## src/rtl/bypass_array_mult_pkg.sv

```systemverilog
package bypass_array_mult_pkg;
   typedef enum logic {
      LINE_ROW = 1'b0,
      LINE_COL = 1'b1
   } line_mode_e;

   function automatic int unsigned lookahead_groups(int unsigned w);
      return (w + 3) / 4;
   endfunction
endpackage

```

## src/rtl/bam_fa_cell.sv

```systemverilog
module bam_fa_cell (
   input  logic pass_en,
   input  logic pp_src,
   input  logic sum_in,
   input  logic carry_in,
   output logic sum_out,
   output logic carry_out
);
   logic x_g, y_g, z_g, s_raw, c_raw;

   // operand isolation: an idle line sees constant zeros
   assign x_g = pp_src   & pass_en;
   assign y_g = sum_in   & pass_en;
   assign z_g = carry_in & pass_en;

   assign s_raw = x_g ^ y_g ^ z_g;
   assign c_raw = (x_g & y_g) | (z_g & (x_g ^ y_g));

   assign sum_out   = pass_en ? s_raw : sum_in;
   assign carry_out = pass_en ? c_raw : 1'b0;
endmodule

```

## src/rtl/bam_row.sv

```systemverilog
module bam_row #(
   parameter int unsigned WIDTH = 4
) (
   input  logic             line_en,
   input  logic [WIDTH-1:0] acc_in,
   input  logic [WIDTH-1:0] other_op,
   output logic [WIDTH:0]   acc_out
);
   logic [WIDTH:0]   chain;
   logic [WIDTH-1:0] sums;

   assign chain[0] = 1'b0;

   for (genvar i = 0; i < WIDTH; i++) begin : g_cell
      bam_fa_cell u_cell (
         .pass_en  (line_en),
         .pp_src   (other_op[i]),
         .sum_in   (acc_in[i]),
         .carry_in (chain[i]),
         .sum_out  (sums[i]),
         .carry_out(chain[i+1])
      );
   end

   assign acc_out = {chain[WIDTH], sums};
endmodule

```

## src/rtl/bam_cla_adder.sv

```systemverilog
module bam_cla_adder #(
   parameter int unsigned WIDTH = 4
) (
   input  logic [WIDTH-1:0] x,
   input  logic [WIDTH-1:0] y,
   output logic [WIDTH:0]   total
);
   import bypass_array_mult_pkg::*;

   localparam int unsigned NGRP = lookahead_groups(WIDTH);
   localparam int unsigned PADW = NGRP * 4;

   logic [PADW-1:0] xp, yp, spad;
   logic [NGRP:0]   gcar;
   logic [PADW:0]   full;

   assign xp      = PADW'(x);
   assign yp      = PADW'(y);
   assign gcar[0] = 1'b0;

   for (genvar g = 0; g < NGRP; g++) begin : g_grp
      logic [3:0] pr, gn;
      logic [4:0] c;
      // level 1: propagate / generate
      assign pr = xp[4*g +: 4] ^ yp[4*g +: 4];
      assign gn = xp[4*g +: 4] & yp[4*g +: 4];
      // level 2: flattened two-level carry terms
      assign c[0] = gcar[g];
      assign c[1] = gn[0] | (pr[0] & c[0]);
      assign c[2] = gn[1] | (pr[1] & gn[0]) | (pr[1] & pr[0] & c[0]);
      assign c[3] = gn[2] | (pr[2] & gn[1]) | (pr[2] & pr[1] & gn[0])
                  | (pr[2] & pr[1] & pr[0] & c[0]);
      assign c[4] = gn[3] | (pr[3] & gn[2]) | (pr[3] & pr[2] & gn[1])
                  | (pr[3] & pr[2] & pr[1] & gn[0])
                  | (pr[3] & pr[2] & pr[1] & pr[0] & c[0]);
      // level 3: sum bits
      assign spad[4*g +: 4] = pr ^ c[3:0];
      assign gcar[g+1]      = c[4];
   end

   assign full  = {gcar[NGRP], spad};
   assign total = full[WIDTH:0];
endmodule

```

## src/rtl/bam_array.sv

```systemverilog
module bam_array #(
   parameter int unsigned WIDTH = 4
) (
   input  logic [WIDTH-1:0]   ctrl_op,
   input  logic [WIDTH-1:0]   other_op,
   output logic [2*WIDTH-1:0] prod
);
   logic [WIDTH-1:0] pp0;
   logic [WIDTH-1:0] hi [0:WIDTH-2];

   assign pp0     = other_op & {WIDTH{ctrl_op[0]}};
   assign prod[0] = pp0[0];
   assign hi[0]   = {1'b0, pp0[WIDTH-1:1]};

   for (genvar j = 1; j <= WIDTH - 2; j++) begin : g_line
      logic [WIDTH:0] lo;
      bam_row #(.WIDTH(WIDTH)) u_row (
         .line_en (ctrl_op[j]),
         .acc_in  (hi[j-1]),
         .other_op(other_op),
         .acc_out (lo)
      );
      assign prod[j] = lo[0];
      assign hi[j]   = lo[WIDTH:1];
   end

   // final line: lookahead merge with the same gating and bypass
   logic             last_en;
   logic [WIDTH-1:0] fx, fy;
   logic [WIDTH:0]   fsum;

   assign last_en = ctrl_op[WIDTH-1];
   assign fx      = hi[WIDTH-2] & {WIDTH{last_en}};
   assign fy      = other_op    & {WIDTH{last_en}};

   bam_cla_adder #(.WIDTH(WIDTH)) u_merge (
      .x    (fx),
      .y    (fy),
      .total(fsum)
   );

   assign prod[2*WIDTH-1:WIDTH-1] = last_en ? fsum : {1'b0, hi[WIDTH-2]};
endmodule

```

## src/rtl/bypass_array_mult.sv

```systemverilog
module bypass_array_mult #(
   parameter int unsigned                        WIDTH = 4,
   parameter bypass_array_mult_pkg::line_mode_e  MODE  = bypass_array_mult_pkg::LINE_ROW
) (
   input  logic                       clk,
   input  logic                       rst_n,
   input  logic                       load,
   input  logic [WIDTH-1:0]           op_a,
   input  logic [WIDTH-1:0]           op_b,
   output logic [2*WIDTH-1:0]         product,
   output logic [$clog2(WIDTH)-1:0]   active_lines
);
   import bypass_array_mult_pkg::*;

   localparam int unsigned CNT_W = $clog2(WIDTH);

   if (WIDTH < 2) begin : g_bad_width
      $error("bypass_array_mult: WIDTH must be at least 2");
   end

   logic [WIDTH-1:0] a_q, b_q, ctrl_q, other_q;

   always_ff @(posedge clk) begin
      if (!rst_n) begin
         a_q <= '0;
         b_q <= '0;
      end else if (load) begin
         a_q <= op_a;
         b_q <= op_b;
      end
   end

   if (MODE == LINE_ROW) begin : g_row_mode
      assign ctrl_q  = b_q;
      assign other_q = a_q;
   end else begin : g_col_mode
      assign ctrl_q  = a_q;
      assign other_q = b_q;
   end

   bam_array #(.WIDTH(WIDTH)) u_array (
      .ctrl_op (ctrl_q),
      .other_op(other_q),
      .prod    (product)
   );

   always_comb begin
      active_lines = '0;
      for (int i = 1; i < int'(WIDTH); i++) begin
         active_lines = active_lines + CNT_W'(ctrl_q[i]);
      end
   end
endmodule

```

## config.mk

```make
export PLATFORM = sky130hd
export DESIGN_NAME = bypass_array_mult
export DESIGN_NICKNAME = d
export VERILOG_FILES = /design/src/rtl/bypass_array_mult_pkg.sv /design/src/rtl/bam_fa_cell.sv /design/src/rtl/bam_row.sv /design/src/rtl/bam_cla_adder.sv /design/src/rtl/bam_array.sv /design/src/rtl/bypass_array_mult.sv
export SDC_FILE = /design/constraint.sdc
export NUM_CORES = 1
export LEC_CHECK = 0
export BUFFER_PORTS_ARGS = -buffer_cell sky130_fd_sc_hd__buf_4
export CORE_AREA = 4 4 48 50
export CTS_CLUSTER_DIAMETER = 50
export DETAILED_ROUTE_END_ITERATION = 7
export DIE_AREA = 0 0 52 54
export HOLD_SLACK_MARGIN = 0.08
export PLACE_DENSITY = 0.73
export SETUP_SLACK_MARGIN = 0.3
export SYNTH_ARGS = -nofsm -noshare
export SYNTH_HDL_FRONTEND = slang
export SYNTH_SLANG_ARGS = --single-unit
```

## constraint.sdc

```tcl
create_clock -name clk -period 16.9 [get_ports clk]
set_input_delay 3.38 -clock clk [delete_from_list [all_inputs] [get_ports clk]]
set_output_delay 3.38 -clock clk [all_outputs]
set_load 0.01 [all_outputs]
```

==> flow_summary.yaml, run 1 <==
run_status:
  outcome: "complete, no violations"
clock_network:
  post_cts_buffers: 0
  clock_tree.buffer_depth: 2
  ctsResizeCount: 0
  ctsRootBufferMaster: "clkbuf_4"
  htree_levels: 1
  clk_transition_reported_paths_ns: 0.05
  clock_latency_ns: 0.25
  tritoncts: "built"
  cts_made_buffers: 3
  clock-sinks: 8
  ctsHoldBuffers: 0
route:
  routedWlPerCell_um: 11.12
  drc: 0
  dr.pass1.iters: 4
  ant_nets: 0
  drt_wl_total_um: 1646
  drtIter0Drc: 7
  post_drt_via_cell_ratio: 5.101
  vias: 755
die:
  chipWidth_um: 52
  die_h_um: 54
  start_util: 0.5112
  ios: 21
  core_area_mm2: 0.001902
  dieArea_mm2: 0.002808
  std_cell_rows: 16
sta:
  tightest_slew_ns: 0.6894
  finClkSkew_ns: 0
  hold_viol: 0
  tns_ns: 0
  fin_crit_ns: 9.039
  grt_setup_unrepaired: "false"
  setup_viol: 0
  slew_viol_final: 0
  maxClockFrequency_mhz: 110.6
  max_slew_margin: 0.5398
  fin_crit_sh: 0.5349
synthesis:
  synth_edf_count: 0
  synth.area.top_cells: "dfxtp_1, fa_1, mux2i_1"
  syn_area_per_cell_um2: 9.086
  synth_warnings: 0
  async_flop_share: 0
  ys_seq_area_frac: 0.1647
  ys.flop_type: "dfxtp_1"
  synth.top_cell.area_share: 0.1647
  syn_area_um2: 972.2
  ys_ff_latch: 8
  syn_inst: 107
  syn_nets: 132
  synth_cell_types: 29
  yosys.area.top_type: "dfxtp_1"
placed_design:
  place_inst: 145
  place.gp.congestion: 0.7065
  dpl.hpwl_um: 1332
  port_buffers: 20
global_routing:
  grt_pass1_vias: 705
  grt-ovfl-total: 0
  grt_pass1_wl_um: 2863
  antenna_found_initial: 0
  grt_use_total: 0.1307
  grt_start_max_net_pins: 22
worst_setup_path:
  worst_ep_required_time_ns: 13.52
  cp_cell_sequence: "and3_2, ha_1, nand2_1, fa_1, nand2b_1, fa_1, mux2i_1, nand2_1, fa_1, nand2b_1, fa_1, nand2b_1, fa_1, mux2i_1, and2_1, ha_1, nor4bb_1, a311oi_1, o211ai_1, buf_4"
  critPathKind: "reg2out"
  slowest_stage: "dfxtp_1"
  cp.arrival_ns: 5.66
  cpMostUsedCell: "fa_1"
  path_delay_family: "adder cells"
  cp-start-kind: "register"
  endpoint_kind: "primary output"
  slowest_delay_ns: 0.71
  cp_max_fo: 20
  critPathBufInv: 1
finish:
  drive_above_1_share: 0.2479
  diodes: 0
  final_nets: 148
  syn2layout_area_growth_pct: 14.29
  final_core_util: 0.5842
  fin_cells: 148
run:
  maxCapViolCount: 0
power:
  total_power_mw: 0.04673
  pwr_density_cell_mw_per_mm2: 42.06
  peakVddDrop_uv: 46.22
  p_leak_nw: 0.5009
worst_hold_path:
  worstHoldPathType: "reg2reg"
## layout by cell type, fill, tap and decap left out, types with 2 or more instances in the layout
cell,instances
nand2_1,14
clkbuf_4,3
o211a_1,2
nor2b_1,9
mux2_2,4
inv_1,2
o21ai_0,2
fa_1,7
nand2b_1,3
dfxtp_1,8
nand3_1,5
buf_4,20
mux2i_1,12
and2_1,10
ha_1,7
## metal layers
layer / share of wire / global-route usage
met2: 0.50 / 0.2385
met1: 0.47 / 0.1622
met3: 0.035 / 0.01108
met5: 0 / 0
met4: 0 / 0.03930
## report_power, final
part	leakage [nW]	internal, mW	switching (mW)	total (mW)
logic	0.421	0.00591	0.00341	0.00931
registers	0.0661	0.0200	0.00330	0.0233
clock network	0.0138	0.00809	0.00599	0.0141
total	0.501	0.0340	0.0127	0.0467
## worst paths after layout
check	from	to	slack [ns]	depth (start not counted)
max reg2reg	b_q[2]	b_q[2]	15.78	2
min reg2reg	a_q[0]	a_q[0]	0.57	2
min	a_q[0]	a_q[0]	0.57	2
max	b_q[1]	product[6]	7.86	20
## metrics by stage
| stage | instance area (um^2) | hold slack (ns) | setup WS (ns) |
|---|---|---|---|
| floorplan | 972.2 | 0.5162 | 8.851 |
| global placement | 1089 | 0.5665 | 8.234 |
| detailed placement | 1089 | 0.5632 | 8.086 |
| CTS | 1111 | 0.5704 | 7.821 |
| global route | 1111 | 0.6238 | 7.411 |
| finish | 1111 | 0.5666 | 7.861 |
## worst min-delay path, cell delays in order, from the launching register on
cell	delay [ns]
dfxtp_1	0.34
mux2i_1	0.13
nor2b_1	0.05
## area by class of cell
class,instances,area [um^2]
clock buffer,3,22.52
sequential,8,160.2
tap,27,33.78
inverter,2,7.507
timing repair buffer,20,150.1
multi-input combinational,88,737.0
fill,175,790.8
## flip-flops by register name, summed over array words and instances (netlist names)
register and cells:
a_q 4, b_q 4
## Yosys cell counts, types with 3 or more instances
master	number
nand2b_1	3
ha_1	7
fa_1	7
nor2b_1	9
buf_2	3
nand2_1	14
buf_4	4
mux2i_1	12
dfxtp_1	8
and2_1	10
nand3_1	5
mux2_2	4
## kinds of logic after synthesis
family / Yosys count / share of synthesized area
DFF: 8 / 0.1647
xor gates and xnor gates: 1 / 0.009011
adders and majority gates: 14 / 0.2342
and+or+nand+nor: 49 / 0.2831
buffers and inverters: 11 / 0.07722
AOI/OAI and AO/OA: 8 / 0.06178
muxes: 16 / 0.1699
Power figures use the tool's default switching activity.
==> inputs of run 2 (changes only) <==
clock period = 8.85 ns   (was 16.9 ns; I/O delays follow)
==> run 2 against run 1 <==
  * Combinational power rose by 93%
  * Die area did not move
  * Register-to-register slack got worse by 8.0 ns
  * First-iteration DRC count fell by 29%
  * Global-route usage rose by 0.47 points
  * Largest cell class unchanged
==> flow_summary.yaml, run 2 (synthesis gave the netlist of run 1 again) <==
sta:
  finClkSkew_ns: 0
  maxClockFrequency_mhz: 135.0
  tightest_slew_ns: 0.6843
  fin_crit_ns: 7.406
  tns_ns: 0
  grt_setup_unrepaired: "false"
  hold_viol: 0
  slew_viol_final: 0
  setup_viol: 0
  hold_ws_ns: 0.5885
  fin_crit_sh: 0.8368
  max_slew_margin: 0.5432
worst_setup_path:
  cpMostUsedCell: "fa_1"
  slowest_delay_ns: 0.70
  cp_cell_sequence: "and3_2, ha_1, nand2_1, fa_1, nand2b_1, fa_1, mux2i_1, nand2_1, fa_1, nand2b_1, fa_1, nand2b_1, fa_1, mux2i_1, and2_1, ha_1, nor4bb_1, a311oi_1, o211ai_1, buf_4"
  worst_ep_required_time_ns: 7.08
  r2r_cells: 2
  cp_max_fo: 20
  cp.arrival_ns: 5.64
  endpoint_kind: "primary output"
  critPathKind: "reg2out"
  cp-start-kind: "register"
  slowest_stage: "dfxtp_1"
clock_network:
  clock-sinks: 8
  ctsRootBufferMaster: "clkbuf_4"
  post_cts_buffers: 0
  clock_tree.buffer_depth: 2
  cts_made_buffers: 3
  clock_latency_ns: 0.23
  ctsResizeCount: 0
  clk_transition_reported_paths_ns: 0.05
  ctsHoldBuffers: 0
  tritoncts: "built"
  htree_levels: 1
global_routing:
  grt_pass1_wl_um: 3001
  grt_pass1_vias: 737
  grt-ovfl-total: 0
  antenna_found_initial: 0
  grt_start_max_net_pins: 22
  grt_use_total: 0.1354
route:
  ant_nets: 0
  drtIter0Drc: 5
  drt_wl_total_um: 1675
  dr.pass1.iters: 4
  post_drt_via_cell_ratio: 5.041
  drc: 0
  routedWlPerCell_um: 11.32
  vias: 746
die:
  die_h_um: 54
  chipWidth_um: 52
  dieArea_mm2: 0.002808
  std_cell_rows: 16
  core_area_mm2: 0.001902
  ios: 21
  start_util: 0.5112
run:
  maxCapViolCount: 0
placed_design:
  port_buffers: 20
  place_inst: 145
  dpl.hpwl_um: 1382
  place_area_mm2: 0.001089
  place.gp.congestion: 0.7371
finish:
  layout_common_cells: "buf_4, nand2_1, mux2i_1"
  diodes: 0
  fin_cells: 148
  fin_area_mm2: 0.001111
  reg_top3: "a_q x4, b_q x4"
  final_common_cell: "buf_4"
  final_nets: 148
  drive_above_1_share: 0.2479
  syn2layout_area_growth_pct: 14.29
power:
  p_leak_nw: 0.5009
  pwr_density_cell_mw_per_mm2: 79.34
  peakVddDrop_uv: 130.2
  total_power_mw: 0.08815
worst_hold_path:
  worstHoldPathType: "reg2reg"
  hold_path_depth: 2
run_status:
  outcome: "complete, no violations"
## run 2: cell counts in the layout (fill, tap and decap cells not counted)
Identical to the previous run, type by type.
## run 2: worst paths after layout
path	to	start	slack (ns)
worst max-delay path	product[6]	b_q[1]	1.44
worst min-delay path	a_q[3]	a_q[3]	0.59
worst max register to register	b_q[2]	b_q[2]	7.74
worst min register to register	a_q[3]	a_q[3]	0.59
## run 2: routing by layer
metal / vias to the layer above / share of wire / track usage
met5: - / 0 / 0
met4: 0 / 0.0084 / 0.02183
met3: 2 / 0.038 / 0.01108
met2: 16 / 0.50 / 0.2469
met1: 339 / 0.46 / 0.1756
li1: 389 / - / -
## run 2: power by group
| part | internal (mW) | switching, mW | total, mW |
|---|---|---|---|
| sequential | 0.0383 | 0.00646 | 0.0447 |
| combinational | 0.0114 | 0.00665 | 0.0180 |
| clock | 0.0154 | 0.0101 | 0.0254 |
| total | 0.0650 | 0.0232 | 0.0882 |
## run 2: through the flow
stage	util	worst slack [ns]
after floorplan	-	2.411
after global placement	0.5724	1.821
after detailed placement	0.5724	1.628
after CTS	0.5842	1.380
after global routing	0.5842	0.9926
final	0.5842	1.444
## run 2: worst max-delay path, delay by kind of cell (launching register included)
family / cells / cell delay [ns]
adder cells (fa/ha/maj): 7 / 2.59
AND/OR/NAND/NOR: 8 / 1.44
flip-flops: 1 / 0.70
multiplexers: 2 / 0.33
AO/OA/AOI/OAI: 2 / 0.20
buffers and inverters: 1 / 0.15
## run 2: final cells by class
cell class	instances	area, um^2
timing repair buffer	20	150.1
tap	27	33.78
inverter	2	7.507
sequential	8	160.2
clock buffer	3	22.52
multi-input combinational	88	737.0
fill	189	790.8
